`src/rtl/pwm_tmr_pkg.sv`:
```
package pwm_tmr_pkg;
  localparam int DATA_W  = 32;
  localparam int ADDR_W  = 4;
  localparam int NUM_BRK = 2;
  localparam int FILT_W  = 4;
  localparam int MAX_SLOTS = 8;

  localparam logic [ADDR_W-1:0] ADDR_CTRL   = 4'd0;
  localparam logic [ADDR_W-1:0] ADDR_PSC    = 4'd1;
  localparam logic [ADDR_W-1:0] ADDR_RELOAD = 4'd2;
  localparam logic [ADDR_W-1:0] ADDR_CHCFG  = 4'd3;
  localparam logic [ADDR_W-1:0] ADDR_BRK    = 4'd4;
  localparam logic [ADDR_W-1:0] ADDR_CNT    = 4'd5;
  localparam logic [ADDR_W-1:0] ADDR_CMP0   = 4'd8;

  // control bit positions
  localparam int CTL_RUN   = 0;
  localparam int CTL_ARPE  = 1;
  localparam int CTL_MOE   = 2;
  localparam int CTL_FORCE = 3;

  // position of a field inside a channel nibble
  localparam int CH_EN   = 0;
  localparam int CH_POL  = 1;
  localparam int CH_CEN  = 2;
  localparam int CH_NPOL = 3;

  // reference level: active while the count is below the compare value
  function automatic logic ref_active(input logic [31:0] cnt, input logic [31:0] cmp);
    return cnt < cmp;
  endfunction

  // consecutive active samples demanded by filter setting n
  function automatic int unsigned filt_span(input int unsigned n);
    return n * 2;
  endfunction
endpackage

```
`src/rtl/pwm_break_filter.sv`:
```
module pwm_break_filter
  import pwm_tmr_pkg::*;
#(
  parameter int FW = FILT_W
) (
  input  logic          clk,
  input  logic          rst_n,
  input  logic          brk_i,
  input  logic          en_i,
  input  logic          lvl_i,
  input  logic [FW-1:0] filt_i,
  output logic          trip_o
);
  localparam int RUN_W = FW + 2;

  logic             smp_q;
  logic [RUN_W-1:0] run_q;
  logic [RUN_W-1:0] lim;
  logic             active;

  assign lim    = RUN_W'(filt_span(32'(filt_i)));
  assign active = en_i && (smp_q == lvl_i);
  assign trip_o = active && (run_q >= lim);

  always_ff @(posedge clk or negedge rst_n) begin
    if (!rst_n) begin
      smp_q <= 1'b0;
      run_q <= '0;
    end else begin
      smp_q <= brk_i;
      if (!active)
        run_q <= '0;
      else if (run_q < lim)
        run_q <= run_q + 1'b1;
    end
  end

  AST_NO_EARLY_TRIP: assert property (@(posedge clk) disable iff (!rst_n)
    (trip_o && filt_i != '0) |-> $past(active));
endmodule

```
`src/rtl/pwm_timebase.sv`:
```
module pwm_timebase #(
  parameter int NUM_CH = 4,
  parameter int CNT_W  = 16,
  parameter int PSC_W  = 16
) (
  input  logic                         clk,
  input  logic                         rst_n,
  input  logic                         run_i,
  input  logic                         arpe_i,
  input  logic                         force_i,
  input  logic [PSC_W-1:0]             psc_i,
  input  logic [CNT_W-1:0]             reload_i,
  input  logic [NUM_CH-1:0][CNT_W-1:0] cmp_i,
  output logic [CNT_W-1:0]             cnt_o,
  output logic [NUM_CH-1:0][CNT_W-1:0] cmp_sh_o,
  output logic                         upd_o
);
  logic [PSC_W-1:0]             pc_q;
  logic [CNT_W-1:0]             cnt_q;
  logic [CNT_W-1:0]             reload_sh;
  logic [NUM_CH-1:0][CNT_W-1:0] cmp_sh;
  logic tick, wrap, upd_evt;

  assign tick    = run_i && (pc_q >= psc_i);
  assign wrap    = tick && (cnt_q >= reload_sh);
  assign upd_evt = force_i || wrap;

  always_ff @(posedge clk or negedge rst_n) begin
    if (!rst_n) begin
      pc_q  <= '0;
      cnt_q <= '0;
    end else if (force_i) begin
      pc_q  <= '0;
      cnt_q <= '0;
    end else if (run_i) begin
      if (tick) begin
        pc_q  <= '0;
        cnt_q <= wrap ? '0 : cnt_q + 1'b1;
      end else begin
        pc_q <= pc_q + 1'b1;
      end
    end
  end

  always_ff @(posedge clk or negedge rst_n) begin
    if (!rst_n)
      reload_sh <= '0;
    else if (upd_evt || !arpe_i)
      reload_sh <= reload_i;
  end

  for (genvar i = 0; i < NUM_CH; i++) begin : g_shadow
    always_ff @(posedge clk or negedge rst_n) begin
      if (!rst_n)
        cmp_sh[i] <= '0;
      else if (upd_evt)
        cmp_sh[i] <= cmp_i[i];
    end
  end

  assign cnt_o    = cnt_q;
  assign cmp_sh_o = cmp_sh;
  assign upd_o    = upd_evt;

  AST_UPD_CLEARS_COUNT: assert property (@(posedge clk) disable iff (!rst_n)
    upd_evt |=> (cnt_q == '0));
  AST_CMP_HELD: assert property (@(posedge clk) disable iff (!rst_n)
    !upd_evt |=> $stable(cmp_sh));
  AST_RELOAD_HELD: assert property (@(posedge clk) disable iff (!rst_n)
    (arpe_i && !upd_evt) |=> $stable(reload_sh));
  AST_COUNT_FROZEN: assert property (@(posedge clk) disable iff (!rst_n)
    (!run_i && !force_i) |=> $stable(cnt_q));
endmodule

```
`src/rtl/pwm_channel.sv`:
```
module pwm_channel
  import pwm_tmr_pkg::*;
#(
  parameter int CNT_W = 16
) (
  input  logic             clk,
  input  logic             rst_n,
  input  logic [CNT_W-1:0] cnt_i,
  input  logic [CNT_W-1:0] cmp_i,
  input  logic             gate_i,
  input  logic             en_i,
  input  logic             pol_i,
  input  logic             cen_i,
  input  logic             npol_i,
  output logic             pwm_o,
  output logic             pwm_n_o
);
  logic ref_lvl, main_on, comp_on;

  assign ref_lvl = ref_active(32'(cnt_i), 32'(cmp_i));
  assign main_on = gate_i && en_i;
  assign comp_on = main_on && cen_i;
  assign pwm_o   = main_on ? (ref_lvl ^ pol_i) : pol_i;
  assign pwm_n_o = comp_on ? (~ref_lvl ^ npol_i) : npol_i;

  AST_GATED_IDLE: assert property (@(posedge clk) disable iff (!rst_n)
    !gate_i |-> (pwm_o == pol_i && pwm_n_o == npol_i));
  AST_COMP_OPPOSES: assert property (@(posedge clk) disable iff (!rst_n)
    (comp_on && pol_i == npol_i) |-> (pwm_o != pwm_n_o));
endmodule

```
`src/rtl/pwm_regs.sv`:
```
module pwm_regs
  import pwm_tmr_pkg::*;
#(
  parameter int NUM_CH = 4,
  parameter int CNT_W  = 16,
  parameter int PSC_W  = 16
) (
  input  logic                         clk,
  input  logic                         rst_n,
  input  logic                         wr_en,
  input  logic [ADDR_W-1:0]            addr,
  input  logic [DATA_W-1:0]            wdata,
  output logic [DATA_W-1:0]            rd_data,
  input  logic [CNT_W-1:0]             cnt_i,
  input  logic [NUM_BRK-1:0]           trip_i,
  output logic                         run_o,
  output logic                         arpe_o,
  output logic                         moe_o,
  output logic                         force_o,
  output logic [PSC_W-1:0]             psc_o,
  output logic [CNT_W-1:0]             reload_o,
  output logic [NUM_CH-1:0][CNT_W-1:0] cmp_o,
  output logic [NUM_CH-1:0]            ch_en_o,
  output logic [NUM_CH-1:0]            pol_o,
  output logic [NUM_CH-1:0]            cen_o,
  output logic [NUM_CH-1:0]            npol_o,
  output logic [NUM_BRK-1:0]           brk_en_o,
  output logic [NUM_BRK-1:0]           brk_lvl_o,
  output logic [NUM_BRK-1:0][FILT_W-1:0] brk_filt_o
);
  localparam int CFG_W = 4 * NUM_CH;

  logic                         run_q, arpe_q, moe_q;
  logic [PSC_W-1:0]             psc_q;
  logic [CNT_W-1:0]             reload_q;
  logic [NUM_CH-1:0][CNT_W-1:0] cmp_q;
  logic [CFG_W-1:0]             cfg_q;
  logic [NUM_BRK-1:0]           ben_q, blvl_q;
  logic [NUM_BRK-1:0][FILT_W-1:0] bfilt_q;
  logic                         wr_ctrl, brk_hit;

  assign wr_ctrl = wr_en && (addr == ADDR_CTRL);
  assign brk_hit = |trip_i;

  always_ff @(posedge clk or negedge rst_n) begin
    if (!rst_n) begin
      run_q    <= 1'b0;
      arpe_q   <= 1'b0;
      psc_q    <= '0;
      reload_q <= '0;
      cfg_q    <= '0;
      ben_q    <= '0;
      blvl_q   <= '0;
      bfilt_q  <= '0;
      cmp_q    <= '0;
    end else if (wr_en) begin
      case (addr)
        ADDR_CTRL: begin
          run_q  <= wdata[CTL_RUN];
          arpe_q <= wdata[CTL_ARPE];
        end
        ADDR_PSC:    psc_q    <= wdata[PSC_W-1:0];
        ADDR_RELOAD: reload_q <= wdata[CNT_W-1:0];
        ADDR_CHCFG:  cfg_q    <= wdata[CFG_W-1:0];
        ADDR_BRK: begin
          for (int b = 0; b < NUM_BRK; b++) begin
            ben_q[b]   <= wdata[8*b];
            blvl_q[b]  <= wdata[8*b+1];
            bfilt_q[b] <= wdata[8*b+2 +: FILT_W];
          end
        end
        default: begin
          for (int i = 0; i < NUM_CH; i++)
            if (addr == ADDR_CMP0 + ADDR_W'(i))
              cmp_q[i] <= wdata[CNT_W-1:0];
        end
      endcase
    end
  end

  // main output enable: a recognised break wins over a software write
  always_ff @(posedge clk or negedge rst_n) begin
    if (!rst_n)
      moe_q <= 1'b0;
    else if (brk_hit)
      moe_q <= 1'b0;
    else if (wr_ctrl)
      moe_q <= wdata[CTL_MOE];
  end

  always_comb begin
    rd_data = '0;
    case (addr)
      ADDR_CTRL: begin
        rd_data[CTL_RUN]  = run_q;
        rd_data[CTL_ARPE] = arpe_q;
        rd_data[CTL_MOE]  = moe_q;
      end
      ADDR_PSC:    rd_data[PSC_W-1:0] = psc_q;
      ADDR_RELOAD: rd_data[CNT_W-1:0] = reload_q;
      ADDR_CHCFG:  rd_data[CFG_W-1:0] = cfg_q;
      ADDR_BRK: begin
        for (int b = 0; b < NUM_BRK; b++) begin
          rd_data[8*b]              = ben_q[b];
          rd_data[8*b+1]            = blvl_q[b];
          rd_data[8*b+2 +: FILT_W]  = bfilt_q[b];
        end
      end
      ADDR_CNT: rd_data[CNT_W-1:0] = cnt_i;
      default: begin
        for (int i = 0; i < NUM_CH; i++)
          if (addr == ADDR_CMP0 + ADDR_W'(i))
            rd_data[CNT_W-1:0] = cmp_q[i];
      end
    endcase
  end

  for (genvar c = 0; c < NUM_CH; c++) begin : g_cfg
    assign ch_en_o[c] = cfg_q[4*c+CH_EN];
    assign pol_o[c]   = cfg_q[4*c+CH_POL];
    assign cen_o[c]   = cfg_q[4*c+CH_CEN];
    assign npol_o[c]  = cfg_q[4*c+CH_NPOL];
  end

  assign run_o      = run_q;
  assign arpe_o     = arpe_q;
  assign moe_o      = moe_q;
  assign force_o    = wr_ctrl && wdata[CTL_FORCE];
  assign psc_o      = psc_q;
  assign reload_o   = reload_q;
  assign cmp_o      = cmp_q;
  assign brk_en_o   = ben_q;
  assign brk_lvl_o  = blvl_q;
  assign brk_filt_o = bfilt_q;

  AST_BREAK_DROPS_MOE: assert property (@(posedge clk) disable iff (!rst_n)
    brk_hit |=> !moe_q);
  AST_MOE_RISES_ON_WRITE: assert property (@(posedge clk) disable iff (!rst_n)
    $rose(moe_q) |-> $past(wr_ctrl && !brk_hit));
endmodule

```
`src/rtl/quad_pwm_timer.sv`:
```
module quad_pwm_timer
  import pwm_tmr_pkg::*;
#(
  parameter int NUM_CH = 4,
  parameter int CNT_W  = 16,
  parameter int PSC_W  = 16
) (
  input  logic              clk,
  input  logic              rst_n,
  input  logic              wr_en,
  input  logic [3:0]        addr,
  input  logic [31:0]       wdata,
  output logic [31:0]       rd_data,
  input  logic [1:0]        brk_i,
  output logic [NUM_CH-1:0] pwm_o,
  output logic [NUM_CH-1:0] pwm_n_o
);
  logic                         run, arpe, moe, force_upd, upd;
  logic [PSC_W-1:0]             psc;
  logic [CNT_W-1:0]             reload, cnt;
  logic [NUM_CH-1:0][CNT_W-1:0] cmp, cmp_sh;
  logic [NUM_CH-1:0]            ch_en, pol, cen, npol;
  logic [NUM_BRK-1:0]           brk_en, brk_lvl, trip;
  logic [NUM_BRK-1:0][FILT_W-1:0] brk_filt;
  logic                         gate;

  pwm_regs #(.NUM_CH(NUM_CH), .CNT_W(CNT_W), .PSC_W(PSC_W)) u_regs (
    .clk(clk), .rst_n(rst_n), .wr_en(wr_en), .addr(addr), .wdata(wdata),
    .rd_data(rd_data), .cnt_i(cnt), .trip_i(trip),
    .run_o(run), .arpe_o(arpe), .moe_o(moe), .force_o(force_upd),
    .psc_o(psc), .reload_o(reload), .cmp_o(cmp),
    .ch_en_o(ch_en), .pol_o(pol), .cen_o(cen), .npol_o(npol),
    .brk_en_o(brk_en), .brk_lvl_o(brk_lvl), .brk_filt_o(brk_filt)
  );

  pwm_timebase #(.NUM_CH(NUM_CH), .CNT_W(CNT_W), .PSC_W(PSC_W)) u_tb (
    .clk(clk), .rst_n(rst_n), .run_i(run), .arpe_i(arpe), .force_i(force_upd),
    .psc_i(psc), .reload_i(reload), .cmp_i(cmp),
    .cnt_o(cnt), .cmp_sh_o(cmp_sh), .upd_o(upd)
  );

  for (genvar b = 0; b < NUM_BRK; b++) begin : g_brk
    pwm_break_filter #(.FW(FILT_W)) u_brk (
      .clk(clk), .rst_n(rst_n), .brk_i(brk_i[b]), .en_i(brk_en[b]),
      .lvl_i(brk_lvl[b]), .filt_i(brk_filt[b]), .trip_o(trip[b])
    );
  end

  assign gate = moe && run;

  for (genvar c = 0; c < NUM_CH; c++) begin : g_ch
    pwm_channel #(.CNT_W(CNT_W)) u_ch (
      .clk(clk), .rst_n(rst_n), .cnt_i(cnt), .cmp_i(cmp_sh[c]), .gate_i(gate),
      .en_i(ch_en[c]), .pol_i(pol[c]), .cen_i(cen[c]), .npol_i(npol[c]),
      .pwm_o(pwm_o[c]), .pwm_n_o(pwm_n_o[c])
    );
  end

  AST_WRAP_ONLY_RUNNING: assert property (@(posedge clk) disable iff (!rst_n)
    (upd && !force_upd) |-> run);
endmodule

```
`config.mk`:
```
export PLATFORM = sky130hd
export DESIGN_NAME = quad_pwm_timer
export DESIGN_NICKNAME = d
export VERILOG_FILES = /design/src/rtl/pwm_tmr_pkg.sv /design/src/rtl/pwm_break_filter.sv /design/src/rtl/pwm_timebase.sv /design/src/rtl/pwm_channel.sv /design/src/rtl/pwm_regs.sv /design/src/rtl/quad_pwm_timer.sv
export SDC_FILE = /design/constraint.sdc
export NUM_CORES = 1
export LEC_CHECK = 0
export ABC_AREA = 1
export CAP_MARGIN = 20
export CELL_PAD_IN_SITES_DETAIL_PLACEMENT = 0
export CELL_PAD_IN_SITES_GLOBAL_PLACEMENT = 1
export CORE_ASPECT_RATIO = 1.4
export CORE_MARGIN = 2
export CORE_UTILIZATION = 41
export DETAILED_ROUTE_END_ITERATION = 12
export PLACE_DENSITY = 0.89
export SETUP_SLACK_MARGIN = 0.2
export SLEW_MARGIN = 30
export SYNTH_ARGS = -nofsm -noshare
export SYNTH_HDL_FRONTEND = slang
export SYNTH_HIERARCHICAL = 1
export SYNTH_SLANG_ARGS = --single-unit
```
`constraint.sdc`:
```
create_clock -name clk -period 2.2 [get_ports clk]
set_clock_uncertainty 0.05 [all_clocks]
set_input_delay 0.66 -clock clk [delete_from_list [all_inputs] [get_ports clk]]
set_output_delay 0.66 -clock clk [all_outputs]
set_load 0.005 [all_outputs]
```
==> run metrics, run 1 <==
outcome finished, violations left; failing checks negative setup slack; IO Pins 81; final critical-path setup slack -0.958 ns; Final #Nets 2,459; drt via density between 5 and 6; GRT Residual Overflow 0; Initial DRC Count 1,461; DRC Markers 0; sum of buffers and inverters on the critical path 3; crit start category register; Total Routing Usage GR 0.269; Primary FF master, synth dfrtp_1; post-synthesis cell count 1,985; pre-CTS WS -1.19 ns; Cell Rows 82; cell family with most CP delay simple AND/OR/NAND/NOR gates; Max clock buf depth 3; fraction of layout cells with a size suffix above 1 0.349; RD Place Congestion just over 0.9; Fillers 2,806; f_max 317 MHz; Max Cap Viol 0; Post-Syn Area per Cell 7.42 sq um; area delta synth->final 48.1%; CTS Buf Count 26; largest net degree at the start of global routing 60; CTS Sinks between 200 and 300; Arr. time, crit path 2.45 ns; H-tree depth 1; Setup crit start u_tb/cnt_o[13]; hold path startpoint u_tb/cmp_sh_o[37]; sequential share of the synthesized area 0.430; crit path kind reg -> out; CP max stage delay 0.48 ns; Slowest-stage cell, CP dfrtp_2; first-pass GRT wire length a little under 80,000 um; final setup fails 128; CP Capture Type output port; Inserted Diodes 0; post-synth top area share 0.430; Cell variety after synth 37; clk root buf clkbuf_16; asr flop ratio synth 1.00; cell area after synthesis roughly 0.015 sq mm; total stage count of the critical path 11; post-route ant nets 0; minimum clock period 3.16 ns; WL final approximately 56,000 um; FF-to-FF End u_tb/cmp_sh_o[46]; Synth Register Bits between 200 and 300; Detail Placement HPWL 35,400 um; drt pass-1 iters 8; final worst-path cycle share 1.44; Final Hold Fails 0; Synth area leaders dfrtp_1, nand2_1, ha_1; worst hold path class reg -> reg; leakage power 11.6 nW; Yosys Warn Count 6; Critical Path Sink pwm_n_o[2]; CORE AREA 0.0356 sq mm; initial antenna violation count 0; PwrDens between 1000 and 1500 mW/mm^2; CP Cell Sequence ha_1 > nand4_1 > a21oi_2 > nor2_2 > buf_4 > nand2_4 > nand2_1 > nand2_1 > nand2_2 > inv_1 > buf_2; biggest area consumer among synthesized cells dfrtp_1; most used cell, CP nand2_1; CTS tree built; Avg WL per Cell 20.0 um; Req. time, crit path 1.49 ns; worst reg2reg setup slack -0.79 ns; routed vias 15,300; VDD IR-drop max 0.658 mV; max-slew violations 0; vias in the first global route 14,500; CTS clock-pin slew for the worst setup and hold paths 0.07 ns; CP max FO 5; Clk Latency, worst-skew pair roughly 0.55 ns; DIE HEIGHT between 200 and 250 um; Post-synth EDFFs 0; PortBufs 48; reg-to-reg startpoint u_tb/cnt_o[11]; R2R depth 17; Chip Width approximately 160 um; post-layout util 0.612; Starting Density 0.414; Die Area 0.0375 sq mm; RSZ-0062 raised after global routing true
-- worst reg2reg max path, cell delays in order, from the launching register on --
cell and delay [ns]:
dfrtp_2 0.48, buf_6 0.16, buf_6 0.11, buf_6 0.10, buf_6 0.10, buf_6 0.12, ha_4 0.25, a21oi_2 0.16
nand2_1 0.09, a21oi_2 0.20, nand4_1 0.20, nand2_4 0.13, buf_12 0.15, clkinv_16 0.09, buf_8 0.14, clkbuf_16 0.17
nand2_4 0.06, nand2_1 0.09
-- synthesized netlist by cell type, types with 2 or more instances --
| cell | count |
|---|---|
| nor2_2 | 9 |
| and3_1 | 2 |
| xor2_1 | 13 |
| nand3_2 | 3 |
| nor2_4 | 4 |
| nand2_1 | 689 |
| nand3_1 | 169 |
| buf_4 | 17 |
| ha_1 | 104 |
| buf_6 | 3 |
| nor2_1 | 125 |
| nand3b_1 | 2 |
| o21a_1 | 11 |
| or2_2 | 2 |
| nor3_2 | 6 |
| o21bai_1 | 10 |
| nand4_1 | 26 |
| a21oi_1 | 38 |
| o21ai_1 | 46 |
| buf_2 | 33 |
| inv_2 | 5 |
| o21ai_0 | 88 |
| clkbuf_1 | 27 |
| nand2_2 | 6 |
| dfrtp_1 | 253 |
| xnor2_1 | 2 |
| nor3_1 | 23 |
| inv_1 | 260 |
-- per-layer routing --
layer	global-route usage	share of wire	wire length [um]
met1	0.317	0.36	20100
met2	0.460	0.49	27500
met3	0.0429	0.073	4070
met4	0.152	0.077	4330
met5	0	0	0
-- worst min-delay path by stage --
stage | to | slack [ns] | cells after the start
floorplan | g_brk[0].u_brk/run_q[0] | 0.31 | 0
global placement | u_tb/cmp_sh_o[47] | 0.41 | 2
detailed placement | u_tb/cmp_sh_o[46] | 0.42 | 2
CTS | u_tb/cmp_sh_o[46] | 0.43 | 2
global route | u_tb/cmp_sh_o[37] | 0.46 | 2
finish | u_tb/cmp_sh_o[37] | 0.44 | 2
-- layout by cell type, fill, tap and decap left out, types with 10 or more instances in the layout --
master           synthesis  routed
nand2_1                689     470
dfrtp_2                  0      16
inv_1                  260     255
buf_4                   17     185
conb_1                   1      16
buf_2                   33      19
buf_12                   0      31
o21bai_1                10      10
buf_16                   0      10
nand4_1                 26      26
clkdlybuf4s50_1          0      19
ha_1                   104      84
dfrtp_1                253     237
o21a_1                  11      11
buf_6                    3      76
o21ai_1                 46      50
nand3_2                  3      48
nand3_1                169     117
xor2_1                  13      13
nor2_1                 125      81
nand2_4                  1      81
nor3_2                   6      18
nor2_2                   9      30
buf_8                    0      14
nand2_2                  6     143
o21ai_0                 88      77
a21oi_1                 38      30
ha_4                     0      20
clkbuf_16                0      38
nor2_4                   4      27
-- registers in the layout (all words and copies together) (netlist names), 16 cells and up --
register and flops:
u_tb/cmp_sh_o 64, u_tb/cnt_o 16, u_tb/pc_q 16, u_tb/reload_sh 16, u_regs/cmp_o 64, u_regs/reload_o 16
u_regs/psc_o 16, u_regs/cfg_q 16
-- cell families after synthesis --
| group | Yosys count | synth area share |
|---|---|---|
| buffers and inverters | 346 | 0.0969 |
| DFF | 253 | 0.430 |
| xor gates and xnor gates | 15 | 0.00892 |
| AOI/OAI and AO/OA | 196 | 0.0714 |
| adders and majority gates | 104 | 0.0884 |
| other | 1 | 0.000255 |
| and+or+nand+nor | 1070 | 0.304 |
-- repair_timing --
action                                 in CTS  in global routing
resized for setup                         360                390
setup endpoints to repair                 137                136
endpoints found under the hold margin       4                  0
hold buffers                                1                  0
buffers inserted                           51                 33
cloned                                     10                 17
pin swaps                                 112                126
-- power breakdown --
part / internal [mW] / switching [mW] / leakage (nW) / total [mW]
Sequential: 5.87 / 1.30 / 3.27 / 7.17
Combinational: 4.91 / 5.69 / 7.87 / 10.6
Clock: 2.83 / 1.92 / 0.436 / 4.75
Total: 13.6 / 8.92 / 11.6 / 22.5
-- metrics by stage --
step	power (mW)	hold slack [ns]	instances	cell area [sq um]	setup TNS [ns]
after global placement	14.2	0.413	2636	17300	-142.63
after CTS	20.7	0.433	2742	19700	-62.00
after floorplan	10.9	0.314	2000	15000	0
final	22.5	0.440	2792	21800	-78.49
after detailed placement	14.5	0.416	2636	17300	-147.72
after global routing	23.8	0.458	2792	21800	-85.40
-- area by class of cell --
class / instances / area (sq um) / share of cell area
clock buffer: 36 / 749 / 0.0344
clock inverter: 8 / 146 / 0.00671
inverter: 265 / 1070 / 0.0492
multi-input combinational: 1402 / 8980 / 0.412
sequential: 253 / 6350 / 0.291
tap: 462 / 578 / 0.0265
timing repair buffer: 366 / 3920 / 0.180
Power figures use the tool's default switching activity.
==> run 2: changes to the inputs <==
SLEW_MARGIN = 5   (was 30)
TNS_END_PERCENT = 5   (was not set)
==> run 2 against run 1 <==
  * The run still ends with negative setup slack left
  * Maximum frequency shrank 1.2%
  * First-iteration DRC count is 37% lower
  * Largest power group unchanged
  * Sequential power shrank 2%
  * Sequential share of layout area is 4.0 points higher
  * Register-to-register slack improved by 0.49 ns
  * Hold slack got worse by 0.011 ns
==> run metrics, run 2 (synthesis gave the netlist of run 1 again) <==
outcome finished, violations left; failing checks negative setup slack; Slew headroom 0.640; DIE HEIGHT around 230 um; Max clock buf depth 3; Max Cap Viol 0; CTS Sinks 253; WL final 50,200 um; largest net degree at the start of global routing 65; Starting Density 0.414; routed vias 14,000; RD Place Congestion 0.910; CTS Buf Count 27; worst hold path class reg -> reg; CORE AREA 0.0356 sq mm; final critical-path setup slack -0.996 ns; initial antenna violation count 1; Req. time, crit path 1.49 ns; final setup fails between 100 and 150; Inserted Diodes 0; area delta synth->final 30.4%; Total Routing Usage GR 0.272; post-layout util 0.539; setup TNS -38.59 ns; RSZ-0062 raised after global routing true; max-slew violations 0; drt via density 5.19; worst hold slack 0.429 ns; VDD IR-drop max 0.660 mV; PortBufs 48; commonest non-fill, non-tap cell in the layout nand2_1; CTS tree built; Fillers 3,292; GRT Residual Overflow 0; clk root buf clkbuf_16; Die Area approximately 0.037 sq mm; pre-CTS WS -1.25 ns; CP max FO 5; vias in the first global route 14,000; Final Hold Fails 0; Clk Latency, worst-skew pair 0.56 ns; commonest cells after routing, fill and taps aside nand2_1, inv_1, dfrtp_1; final worst-path cycle share 1.45; DRC Markers 0; actual slew at the worst max-slew pin 0.539 ns; Detail Placement HPWL 36,800 um; total chip power about 21 mW; first-pass GRT wire length 78,000 um; Final #Nets 2,354; Avg WL per Cell about 19 um; fraction of layout cells with a size suffix above 1 0.205; post-route ant nets 0; IO Pins between 80 and 90; CP Capture Type output port; Chip Width 164 um; Initial DRC Count 914; minimum clock period around 3.2 ns; crit start category register; H-tree depth 1; Arr. time, crit path 2.49 ns; drt pass-1 iters 5; PwrDens 1080 mW/mm^2; f_max 313 MHz; Cell Rows 82; crit path kind reg -> out; CTS clock-pin slew for the worst setup and hold paths 0.06 ns; leakage power around 10 nW
run 2: worst paths after layout:
kind,from,to,slack [ns],cells after the start
max in group asynchronous,rst_n,u_tb/cmp_sh_o[42],0.85,3
min in group asynchronous,rst_n,g_brk[1].u_brk/run_q[1],0.55,2
hold reg to reg,u_tb/cmp_sh_o[44],u_tb/cmp_sh_o[44],0.43,2
setup / recovery,u_tb/cnt_o[15],pwm_n_o[1],-1.0,12
hold / removal,u_tb/cmp_sh_o[44],u_tb/cmp_sh_o[44],0.43,2
setup reg to reg,u_tb/cnt_o[9],u_tb/cnt_o[4],-0.30,13
run 2: layer usage:
metal  up-vias  share of wire  global-route usage  wire length, um
li1       6686              -                   -                -
met1      6652           0.40               0.336            19900
met2       481           0.48               0.457            24300
met3       139          0.055              0.0315             2780
met4         2          0.065               0.152             3240
met5         -        0.00024                   0               12
run 2: through the flow:
step,instance area (sq um),cells
3_3_place_gp,17200,2615
6_report,19200,2691
5_1_grt,19200,2691
3_5_place_dp,17200,2615
2_1_floorplan,14900,2000
4_1_cts,19000,2690
run 2: critical path: stages, from the launching register on:
cell and delay [ns]:
dfrtp_2 0.50, buf_6 0.16, ha_4 0.25, nand4_1 0.17, a21oi_1 0.20, nor2_1 0.06
buf_4 0.17, nand2_2 0.08, nand2_1 0.05, nand2_1 0.05, nand2_1 0.07, inv_1 0.06
buf_2 0.11
run 2: power by group:
part | leakage [nW] | switching (mW) | internal [mW] | total [mW]
registers | 3.26 | 1.18 | 5.87 | 7.05
logic | 6.40 | 4.92 | 3.77 | 8.69
clock network | 0.464 | 1.99 | 2.93 | 4.92
total | 10.1 | 8.09 | 12.6 | 20.7
run 2: layout make-up:
| cell class | instances | area, sq um | share of cell area |
|---|---|---|---|
| well taps | 462 | 578 | 0.0301 |
| flip-flops and latches | 253 | 6350 | 0.331 |
| clock inverters | 14 | 189 | 0.00984 |
| multi-input cells | 1401 | 7740 | 0.403 |
| clock buffers | 35 | 766 | 0.0399 |
| repair buffers | 261 | 2520 | 0.131 |
| inverters | 265 | 1050 | 0.0545 |
run 2: timing repair:
action,4_1_cts,5_1_grt
cloned,2,0
endpoints found under the hold margin,8,0
pin swaps,64,41
buffers inserted,23,1
endpoints found under the setup margin,154,137
resized for setup,234,46
hold buffers,1,0
==> run 3: changes to the inputs <==
--- a/config.mk
+++ b/config.mk
@@ -15,4 +15,4 @@
 export DETAILED_ROUTE_END_ITERATION = 12
-export PLACE_DENSITY = 0.89
-export SETUP_SLACK_MARGIN = 0.2
+export PLACE_DENSITY = 0.88
+export SETUP_SLACK_MARGIN = 0.15
 export SLEW_MARGIN = 5
@@ -20,3 +20,2 @@
 export SYNTH_HDL_FRONTEND = slang
-export SYNTH_HIERARCHICAL = 1
 export SYNTH_SLANG_ARGS = --single-unit
--- a/constraint.sdc
+++ b/constraint.sdc
@@ -4,2 +4,2 @@
 set_output_delay 0.66 -clock clk [all_outputs]
-set_load 0.005 [all_outputs]
+set_load 0.1 [all_outputs]
==> run 3 against run 2 <==
  * The flow still finishes with violations (negative setup slack)
  * Synthesized cell count is 10% lower
  * Sequential share of layout area is 2.4 points higher
  * Count of clock-buffer cells in the layout is 2 lower
  * Non-clock buffer count is 62 lower
  * Sequential power is 6.0% lower
  * Cell count is 10% lower
  * Core utilization is 1.3 points lower
  * Clock power hardly changed
  * Cell area is 6.7% lower
  * Die area is 4.0% lower
  * Setup slack worse by 0.043 ns
  * Critical endpoint is now pwm_o[2]
  * Largest power group unchanged
  * Highest routed layer unchanged
==> run metrics, run 3 <==
outcome finished, violations left; failing checks negative setup slack; f_max 309 MHz; worst hold endpoint u_tb.cmp_sh_o[53]; post-synthesis cell count approximately 1,800; routed vias roughly 13,000; H-tree depth 1; commonest cells after routing, fill and taps aside nand2_1, inv_1, dfrtp_1; clk root buf clkbuf_16; RSZ-0062 raised after global routing true; CP max FO 5; pre-CTS WS -1.14 ns; Final #Nets 2,089; Total Routing Usage GR 0.260; CTS tree built; PortBufs 48; Primary FF master, synth dfrtp_1; FF-to-FF End u_tb.cmp_sh_o[56]; Post-synth top cells nand2_1, inv_1, dfrtp_1, o21ai_0, ha_1; area delta synth->final 26.7%; CTS clock-pin slew for the worst setup and hold paths 0.07 ns; crit start category register; WL final 46,400 um; post-route ant nets 0; reg-to-reg startpoint u_tb.cnt_o[7]; Max clock buf depth 3; drt pass-1 iters 6; Arr. time, crit path about 2.5 ns; cell area after synthesis about 0.014 sq mm; max-slew violations 0; hold path startpoint u_tb.cmp_sh_o[53]; Clk Latency, worst-skew pair approximately 0.55 ns; Initial DRC Count 1,057; post-placement cell area 0.0164 sq mm; Synth Register Bits around 250; GRT Residual Overflow 0; DRC Markers 0; Die Area 0.0360 sq mm; Cell variety after synth 42; worst reg2reg setup slack -0.31 ns; DIE HEIGHT around 220 um; Post-Syn Area per Cell between 7 and 8 sq um; R2R depth 12; setup TNS -38.54 ns; Req. time, crit path 1.49 ns; Inserted Diodes 0; PwrDens between 1000 and 1500 mW/mm^2; minimum clock period 3.24 ns; first-pass GRT wire length between 70,000 and 80,000 um; Synth area leaders dfrtp_1, nand2_1, ha_1; final setup fails 115; final worst-path cycle share 1.47; Avg WL per Cell 19.2 um; sequential share of the synthesized area 0.448; asr flop ratio synth 1.00; CTS Buf Count 26; IO Pins 81; Post-synth EDFFs 0; Max Cap Viol 0; worst hold path stage count 2; leakage power 8.85 nW; total chip power 18.6 mW; VDD IR-drop max around 0.66 mV; crit path kind reg -> out; Starting Density 0.415; Yosys Warn Count 0; largest net degree at the start of global routing 62; drt via density about 5.2; Detail Placement HPWL 35,800 um; commonest non-fill, non-tap cell in the layout nand2_1; initial antenna violation count 1; fin area roughly 0.018 sq mm; post-synth top area share 0.448; actual slew at the worst max-slew pin 0.544 ns; Final Hold Fails 0; most frequent cell after synthesis nand2_1; vias in the first global route 12,300; RD Place Congestion 0.963; biggest area consumer among synthesized cells dfrtp_1; CP Capture Type output port; CORE AREA 0.0340 sq mm; Cell Rows 80; final critical-path setup slack -1.04 ns; worst hold path class reg -> reg; Slew headroom 0.635; fraction of layout cells with a size suffix above 1 0.178; CTS Sinks approximately 250; Chip Width between 150 and 200 um
## run 3: power breakdown
group          internal (mW)  switching, mW  leakage (nW)
clock                   2.97           1.96         0.463
sequential              5.75          0.881          3.28
combinational           2.64           4.41          5.11
total                   11.4           7.25          8.85
## run 3: logic make-up (layout without fill, tap and decap cells)
kind of cell / Yosys count / in the layout / share of synthesized area
AO/OA/AOI/OAI: 350 / 350 / 0.137
XOR/XNOR: 17 / 17 / 0.0105
adder cells (fa/ha/maj): 104 / 104 / 0.0921
buffers and inverters: 348 / 515 / 0.106
flip-flops: 253 / 253 / 0.448
other: 1 / 16 / 0.000266
AND/OR/NAND/NOR: 709 / 709 / 0.206
## run 3: worst max-delay path: stages (launching register included)
cell	delay, ns
dfrtp_2	0.56
ha_4	0.26
a21oi_2	0.21
o21ai_0	0.13
nand2_1	0.07
nand2_1	0.08
nand2_1	0.09
nand2_2	0.11
o21ai_1	0.17
nand2_2	0.11
buf_12	0.18
## run 3: stage by stage
stage,util,instances,hold WS [ns]
detailed placement,0.482,2364,0.415
global placement,0.482,2364,0.413
global route,0.526,2415,0.455
finish,0.526,2415,0.429
CTS,0.517,2413,0.433
floorplan,-,1797,0.314
## run 3: what timing repair did
item	in CTS	in global routing
hold buffers	1	0
gates cloned	0	0
resized for setup	82	56
hold endpoints to repair	27	0
buffers inserted	0	2
endpoints found under the setup margin	134	139
pin swaps	24	33
## run 3: area by class of cell
cell class | count | area [sq um]
clock buffer | 33 | 738
clock inverter | 15 | 211
fill | 3209 | 16100
inverter | 268 | 1020
multi-input combinational | 1196 | 6880
sequential | 253 | 6350
tap | 451 | 564
timing repair buffer | 199 | 2140
## run 3: how the worst max path moves through the flow
stage,to,startpoint
floorplan,rd_data[0],addr[3]
global placement,rd_data[6],addr[2]
detailed placement,rd_data[9],addr[2]
CTS,pwm_n_o[0],u_tb.cnt_o[5]
global route,pwm_o[2],u_tb.cnt_o[5]
finish,pwm_o[2],u_tb.cnt_o[1]
## run 3: layer usage
layer,up-vias,track usage,share of wire
met5,-,0,0.00028
met4,2,0.130,0.056
met3,119,0.0313,0.058
met2,442,0.448,0.49
met1,6051,0.321,0.40
li1,6056,-,-
